$ cat src/rtl/tcap_pkg.sv
// Package: shared constants and types for the timer input capture unit.
// Assumes the control word packs one three-bit field per channel.
package tcap_pkg;

    localparam int FIELD_W    = 3;
    localparam int ADDR_CTRL  = 0;
    localparam int ADDR_FLAG  = 1;
    localparam int ADDR_CAP0  = 2;

    // One channel's configuration, LSB first: rise enable, fall enable, irq enable.
    typedef struct packed {
        logic ien;
        logic fall_en;
        logic rise_en;
    } chan_cfg_t;

endpackage

$ cat src/rtl/tcap_edge_det.sv
// Module: tcap_edge_det
// Synchronizes one asynchronous pin through SYNC_STAGES flops and flags
// single-cycle rising and falling events by comparing the last synchronized
// sample with the one before. Assumes SYNC_STAGES >= 2 and the pin idles low
// at reset.
module tcap_edge_det #(
    parameter int SYNC_STAGES = 2
) (
    input  logic clk,
    input  logic rst_n,
    input  logic pin_i,
    output logic rise_o,
    output logic fall_o
);

    logic [SYNC_STAGES-1:0] sync_q;
    logic                   prev_q;

    // Shift the pin through the synchronizer and keep the previous sample.
    always_ff @(posedge clk) begin
        if (!rst_n) begin
            sync_q <= '0;
            prev_q <= 1'b0;
        end else begin
            sync_q <= {sync_q[SYNC_STAGES-2:0], pin_i};
            prev_q <= sync_q[SYNC_STAGES-1];
        end
    end

    // Edge events from current versus previous synchronized sample.
    always_comb begin
        rise_o = sync_q[SYNC_STAGES-1] & ~prev_q;
        fall_o = ~sync_q[SYNC_STAGES-1] & prev_q;
    end

endmodule

$ cat src/rtl/tcap_channel.sv
// Module: tcap_channel
// One capture channel. Loads the counter into its capture register on an
// enabled edge event and keeps a sticky interrupt flag. Assumes cfg_i has
// already been masked when the channel serves as count source. A set and a
// clear in the same cycle leave the flag set.
module tcap_channel #(
    parameter int CNT_W = 32
) (
    input  logic                clk,
    input  logic                rst_n,
    input  tcap_pkg::chan_cfg_t cfg_i,
    input  logic                rise_i,
    input  logic                fall_i,
    input  logic [CNT_W-1:0]    cnt_i,
    input  logic                flag_clr_i,
    output logic [CNT_W-1:0]    cap_o,
    output logic                flag_o,
    output logic                load_o
);

    // Decide whether this cycle's edge event is a capture.
    always_comb begin
        load_o = (cfg_i.rise_en & rise_i) | (cfg_i.fall_en & fall_i);
    end

    // Capture register update.
    always_ff @(posedge clk) begin
        if (!rst_n) begin
            cap_o <= '0;
        end else if (load_o) begin
            cap_o <= cnt_i;
        end
    end

    // Sticky interrupt flag: set on flagged capture, write-one-to-clear.
    always_ff @(posedge clk) begin
        if (!rst_n) begin
            flag_o <= 1'b0;
        end else if (load_o && cfg_i.ien) begin
            flag_o <= 1'b1;
        end else if (flag_clr_i) begin
            flag_o <= 1'b0;
        end
    end

endmodule

$ cat src/rtl/tcap_unit.sv
// Module: tcap_unit (top)
// Multi-channel input capture unit with a word-addressed register port.
// Address 0: control word, address 1: flags (W1C), address 2+k: capture k.
// Assumes CNT_W <= DATA_W and that all register addresses fit in ADDR_W.
module tcap_unit #(
    parameter int NUM_CH      = 4,
    parameter int CNT_W       = 32,
    parameter int DATA_W      = 32,
    parameter int ADDR_W      = 4,
    parameter int SYNC_STAGES = 2,
    parameter int CH_IDX_W    = (NUM_CH > 1) ? $clog2(NUM_CH) : 1
) (
    input  logic                clk,
    input  logic                rst_n,
    input  logic [CNT_W-1:0]    cnt_val_i,
    input  logic [NUM_CH-1:0]   cap_pin_i,
    input  logic                cnt_src_vld_i,
    input  logic [CH_IDX_W-1:0] cnt_src_sel_i,
    input  logic [ADDR_W-1:0]   reg_addr_i,
    input  logic                reg_wr_i,
    input  logic [DATA_W-1:0]   reg_wdata_i,
    output logic [DATA_W-1:0]   reg_rdata_o,
    output logic                irq_o
);

    import tcap_pkg::*;

    localparam int CTRL_W = NUM_CH * FIELD_W;

    logic [CTRL_W-1:0]       ctrl_q;
    logic [NUM_CH-1:0]       rise_vec;
    logic [NUM_CH-1:0]       fall_vec;
    logic [NUM_CH-1:0]       load_vec;
    logic [NUM_CH-1:0]       flag_vec;
    logic [NUM_CH-1:0]       flag_clr;
    logic [NUM_CH*CNT_W-1:0] cap_flat;
    logic                    wr_ctrl;
    logic                    wr_flag;

    // Decode write targets.
    always_comb begin
        wr_ctrl = reg_wr_i && (reg_addr_i == ADDR_W'(ADDR_CTRL));
        wr_flag = reg_wr_i && (reg_addr_i == ADDR_W'(ADDR_FLAG));
    end

    // Control word storage; only the channel fields are kept.
    always_ff @(posedge clk) begin
        if (!rst_n) begin
            ctrl_q <= '0;
        end else if (wr_ctrl) begin
            ctrl_q <= reg_wdata_i[CTRL_W-1:0];
        end
    end

    for (genvar k = 0; k < NUM_CH; k++) begin : g_ch
        localparam logic [CH_IDX_W-1:0] KIDX = CH_IDX_W'(k);
        chan_cfg_t cfg_eff;

        // Force the field to zero while this pin is the count source.
        always_comb begin
            if (cnt_src_vld_i && (cnt_src_sel_i == KIDX)) begin
                cfg_eff = '0;
            end else begin
                cfg_eff = chan_cfg_t'(ctrl_q[k*FIELD_W +: FIELD_W]);
            end
        end

        // Write-one-to-clear request for this flag.
        always_comb begin
            flag_clr[k] = wr_flag && reg_wdata_i[k];
        end

        tcap_edge_det #(
            .SYNC_STAGES (SYNC_STAGES)
        ) u_edge (
            .clk    (clk),
            .rst_n  (rst_n),
            .pin_i  (cap_pin_i[k]),
            .rise_o (rise_vec[k]),
            .fall_o (fall_vec[k])
        );

        tcap_channel #(
            .CNT_W (CNT_W)
        ) u_chan (
            .clk        (clk),
            .rst_n      (rst_n),
            .cfg_i      (cfg_eff),
            .rise_i     (rise_vec[k]),
            .fall_i     (fall_vec[k]),
            .cnt_i      (cnt_val_i),
            .flag_clr_i (flag_clr[k]),
            .cap_o      (cap_flat[k*CNT_W +: CNT_W]),
            .flag_o     (flag_vec[k]),
            .load_o     (load_vec[k])
        );
    end

    // Read multiplexer; unmapped addresses and reserved bits read zero.
    always_comb begin
        reg_rdata_o = '0;
        if (reg_addr_i == ADDR_W'(ADDR_CTRL)) begin
            reg_rdata_o = DATA_W'(ctrl_q);
        end else if (reg_addr_i == ADDR_W'(ADDR_FLAG)) begin
            reg_rdata_o = DATA_W'(flag_vec);
        end else begin
            for (int k = 0; k < NUM_CH; k++) begin
                if (reg_addr_i == ADDR_W'(ADDR_CAP0 + k)) begin
                    reg_rdata_o = DATA_W'(cap_flat[k*CNT_W +: CNT_W]);
                end
            end
        end
    end

    // Interrupt request from any pending flag.
    always_comb begin
        irq_o = |flag_vec;
    end

endmodule

$ cat config.mk
export PLATFORM = sky130hd
export DESIGN_NAME = tcap_unit
export DESIGN_NICKNAME = d
export VERILOG_FILES = /design/src/rtl/tcap_pkg.sv /design/src/rtl/tcap_edge_det.sv /design/src/rtl/tcap_channel.sv /design/src/rtl/tcap_unit.sv
export SDC_FILE = /design/constraint.sdc
export NUM_CORES = 1
export LEC_CHECK = 0
export BUFFER_PORTS_ARGS = -buffer_cell sky130_fd_sc_hd__buf_2
export CAP_MARGIN = 20
export CORE_AREA = 2 2 129 131
export CTS_CLUSTER_DIAMETER = 80
export DETAILED_ROUTE_END_ITERATION = 8
export DIE_AREA = 0 0 131 133
export GPL_ROUTABILITY_DRIVEN = 1
export PLACE_DENSITY = 0.65
export REMOVE_ABC_BUFFERS = 1
export SLEW_MARGIN = 10
export SYNTH_ARGS = -nofsm -noshare
export SYNTH_HDL_FRONTEND = slang
export SYNTH_SLANG_ARGS = --single-unit
$ cat constraint.sdc
create_clock -name clk -period 2.3 [get_ports clk]
set_input_delay 0.115 -clock clk [delete_from_list [all_inputs] [get_ports clk]]
set_output_delay 0.115 -clock clk [all_outputs]
set_load 0.01 [all_outputs]
==> out/metrics.sh <==
PRE_CTS_SETUP_SLACK_NS=0.456
CRIT_REQUIRED_NS=2.18
CRITICAL_PATH_ARRIVAL_NS=1.76
SETUP.WORST_PATH.CLASS='input pin to output port'
POSTLAYOUTSETUPSLACKWORST_NS=0.429
POSTSYNTHREGISTERBITS=156
AVGROUTEDWIREPERCELL_UM=16.8
SETUP.WORST_PATH.START_CLASS='input pin'
CORE_AREA_MM2=0.0162
GRT_START_MAX_NET_PINS=66
HIGHEST_FANOUT_SEEN_ON_THE_CRITICAL_PATH=20
FINALSETUPTNS_NS=0
ANTENNA-DIODE-COUNT=0
CTS.CLK_SLEW.WORST_PATHS_NS=0.06
POSTROUTEANTENNANETS=0
RSZ0062_AT_GRT='false'
GROUTE.USAGE.OVERALL_PCT=21.7
FINALCRITPERIODSHARE_PCT=81.3
TIMING_WORST_SLEW_PIN_VALUE_NS=0.581
MAX_FREQ_GHz=0.535
FIRST_GLOBAL_VIAS=5632
CLK_ROOT_BUFFER_CELL='sky130_fd_sc_hd__clkbuf_16'
MIN_DELAY_STARTPOINT='cnt_val_i[19]'
P_INT_mW=4.48
WORSTREG2REGSTART='ctrl_q[1]$_SDFFE_PN0P_'
MAXCAPVIOLATIONS=0
NETLIST_INSTANCES=785
GP_CONGESTION=0.747
SYNTH_CELL_TYPE_COUNT=46
POST-ROUTE-MIN-PERIOD_NS=1.87
HP-CLASS='input pin to flop'
MAX_SLEW_MARGIN_PCT=61.1
CRIT_PATH_START='reg_addr_i[2]'
DRTITER0DRC=386
GRT_FIRST_PASS_WIRELENGTH_UM=29400
NUMBER_OF_ANTENNA_VIOLATIONS_AT_THE_FIRST_CHECK_IN_GLOBAL_ROUTING=0
OUTCOME='completed'
POWER.SWITCHING_mW=1.36
CLOCK_SINK_COUNT=156
PLACEMENT.IO_BUFFERS=90
DRIVE_ABOVE_1_SHARE_PCT=18.0
HOLD_VIOL=0
WORSTSKEWPAIRLATENCY_NS=0.43
DRCVIOLATIONCOUNT=0
SYNTH.LARGEST_AREA_CELL='sky130_fd_sc_hd__dfxtp_1'
DIE_EXTENT_IN_X_UM=131
FLOORPLAN.ROWS=47
SYNTH.YOSYS.SEQ_AREA_SHARE_PCT=43.8
DIE_AREA_MM2=0.0174
VERTICAL_EXTENT_OF_THE_DIE_UM=133
FILLERS=1532
YOSYS_WARNINGS=0
CLOCK_TREE.BUFFER_DEPTH=2
IR_WORST_VDD_mV=0.570
POWER_SHARE_OF_THE_CLOCK_GROUP_PCT=46.2
SHARE_OF_ASYNC_SETTABLE_OR_ASYNC_RESETTABLE_FLOPS_AFTER_SYNTHESIS_PCT=0
FINAL-SETUP-VIOL-COUNT=0
WIRELENGTH_UM=18500
VIA_COUNT=5836
VIA_PER_INST=5.30
TIMING.CRITICAL_PATH.TO_TYPE='output port'
CTS_BUFFERS=17
SYNTH-MAIN-FF-CELL='sky130_fd_sc_hd__dfxtp_1'
PWR-SHARE-SEQ_PCT=46.7
YOSYS.AREA.TOP_TYPE_SHARE_PCT=43.8
GRT_OVERFLOW_TOTAL=0
CTSRESIZECOUNT=0
NETLIST_AREA_MM2=0.00713
CTS_HOLD_REPAIR.BUFFERS=16
SYNTH.AREA.TOP_CELLS='sky130_fd_sc_hd__dfxtp_1 44%, sky130_fd_sc_hd__mux2i_1 19%, sky130_fd_sc_hd__nand2_1 10%'
POWER_SWITCHING_SHARE_PCT=23.3
CTS_SETUP_BUFFERS=0
AREA_DELTA_SYNTH_FINAL_PCT=20.1
FINISH.NET_COUNT=948
HTREE_LEVELS=4
CTS_TREE='done'
FINAL_MAX_SLEW_VIOL_COUNT=0
POWER.SHARE.COMBINATIONAL_PCT=7.1
DESIGN.PORTCOUNT=111
POST_SYNTH.CELL_AREA_AVG_UM2=9.08
POWER_PER_CELL_AREA_mW_PER_MM2=681
DPL.HPWL_UM=11300
EDFF_COUNT_SYNTH=0
DETAIL_ROUTE.FIRST_PASS.ITERATIONS=5
STATIC-LEAKAGE-POWER_nW=3.12
INITIAL_CORE_UTIL_PCT=44.1
CLOCK_SKEW_NS=0.00648
## state kept, by name, summed over array words and instances (netlist names)
| register | count |
|---|---|
| g_ch.u_edge.sync_q | 8 |
| g_ch.u_edge.prev_q | 4 |
| ctrl_q | 12 |
| g_ch.u_chan.cap_o | 128 |
| g_ch.u_chan.flag_o | 4 |
## logic make-up after synthesis
logic type | synth area share, %
compound gates | 12.5
flops | 43.8
buf+inv | 4.62
simple gates | 19.2
mux | 19.8
## path summary, 6_finish.rpt
kind | endpoint | slack (ns) | cells after the start
setup / recovery | reg_rdata_o[3] | 0.43 | 6
hold / removal | g_ch[2].u_chan.cap_o[19]$_SDFFE_PN0P_ | 0.02 | 3
setup reg to reg | g_ch[0].u_chan.cap_o[17]$_SDFFE_PN0P_ | 0.66 | 4
hold reg to reg | g_ch[1].u_edge.sync_q[1]$_SDFF_PN0_ | 0.43 | 1
## synth_stat cells (all sizes together) (2+ instances only)
cell    count
a221oi     26
a31o        4
inv         2
nand2b      9
nand3b      8
nor2       27
dfxtp     156
and2       12
o21ai      20
clkbuf     28
nor3        2
a41oi       4
nand3      12
and2b       4
a21boi     12
o22a        8
a21oi      12
nor2b      24
nand2     193
mux2        3
mux2i     138
or3b        2
a32oi       6
nor3b       2
o31ai      23
buf        38
## through the flow
step           hold WS (ns)  total power [mW]  std cells  util (%)  instance area, µm²
5_1_grt              0.0265              6.03       1101      52.9                8560
2_1_floorplan         0.237              2.93        719         -                6810
3_3_place_gp          0.330              3.18       1055      48.5                7850
4_1_cts             0.00715              5.87       1101      52.9                8560
3_5_place_dp          0.334              3.18       1055      48.5                7850
6_report             0.0157              5.83       1101      52.9                8560
## area by class of cell
cell class | count | area, µm² | area share, %
Inverter | 2 | 7.51 | 0.0877
Sequential cell | 156 | 3120 | 36.5
Multi-Input combinational cell | 561 | 3720 | 43.4
Tap cell | 220 | 275 | 3.22
Timing Repair Buffer | 132 | 887 | 10.4
Clock inverter | 8 | 95.1 | 1.11
Clock buffer | 22 | 454 | 5.31
## critical path: stages
cell                       delay (ns)
sky130_fd_sc_hd__buf_2           0.39
sky130_fd_sc_hd__nor3b_2         0.28
sky130_fd_sc_hd__buf_4           0.26
sky130_fd_sc_hd__a221oi_1        0.09
sky130_fd_sc_hd__o31ai_1         0.40
sky130_fd_sc_hd__buf_2           0.21
## routing by layer
layer / GRT usage [%] / up-vias / wire, µm
met3: 4.45 / 13 / 669
met2: 35.2 / 122 / 8870
met4: 6.21 / 0 / 206
met5: 0 / - / 0
li1: - / 2890 / -
met1: 29.3 / 2811 / 8720
## power by group through the flow
stage	Combinational, mW	Clock, mW	Sequential (mW)
after floorplan	0.146	0	2.78
after global placement	0.392	0	2.78
after detailed placement	0.391	0	2.78
after CTS	0.414	2.73	2.72
after global routing	0.450	2.86	2.72
final	0.413	2.69	2.72
## placed cells by master, fill, tap and decap left out, types with 2 or more instances in the layout
cell	count
sky130_fd_sc_hd__nand2_1	193
sky130_fd_sc_hd__dfxtp_1	156
sky130_fd_sc_hd__mux2i_1	138
sky130_fd_sc_hd__buf_2	89
sky130_fd_sc_hd__nor2_1	27
sky130_fd_sc_hd__a221oi_1	26
sky130_fd_sc_hd__nor2b_1	23
sky130_fd_sc_hd__o31ai_1	23
sky130_fd_sc_hd__buf_4	20
sky130_fd_sc_hd__clkbuf_16	17
sky130_fd_sc_hd__dlygate4sd3_1	16
sky130_fd_sc_hd__and2_1	12
sky130_fd_sc_hd__nand3_1	12
sky130_fd_sc_hd__o21ai_0	12
sky130_fd_sc_hd__a21oi_1	11
sky130_fd_sc_hd__nand2b_1	9
sky130_fd_sc_hd__o22a_1	8
sky130_fd_sc_hd__o21ai_1	8
sky130_fd_sc_hd__nand3b_1	8
sky130_fd_sc_hd__a21boi_1	6
sky130_fd_sc_hd__a21boi_0	6
sky130_fd_sc_hd__buf_12	6
sky130_fd_sc_hd__a32oi_1	4
sky130_fd_sc_hd__and2b_1	4
sky130_fd_sc_hd__a41oi_1	4
sky130_fd_sc_hd__a31o_2	4
sky130_fd_sc_hd__clkbuf_1	4
sky130_fd_sc_hd__clkinv_2	4
sky130_fd_sc_hd__mux2_2	3
sky130_fd_sc_hd__nor3_1	2
sky130_fd_sc_hd__inv_1	2
sky130_fd_sc_hd__a32oi_4	2
sky130_fd_sc_hd__clkinvlp_4	2
sky130_fd_sc_hd__bufinv_16	2
No activity file was read; power rests on OpenSTA's default activity.
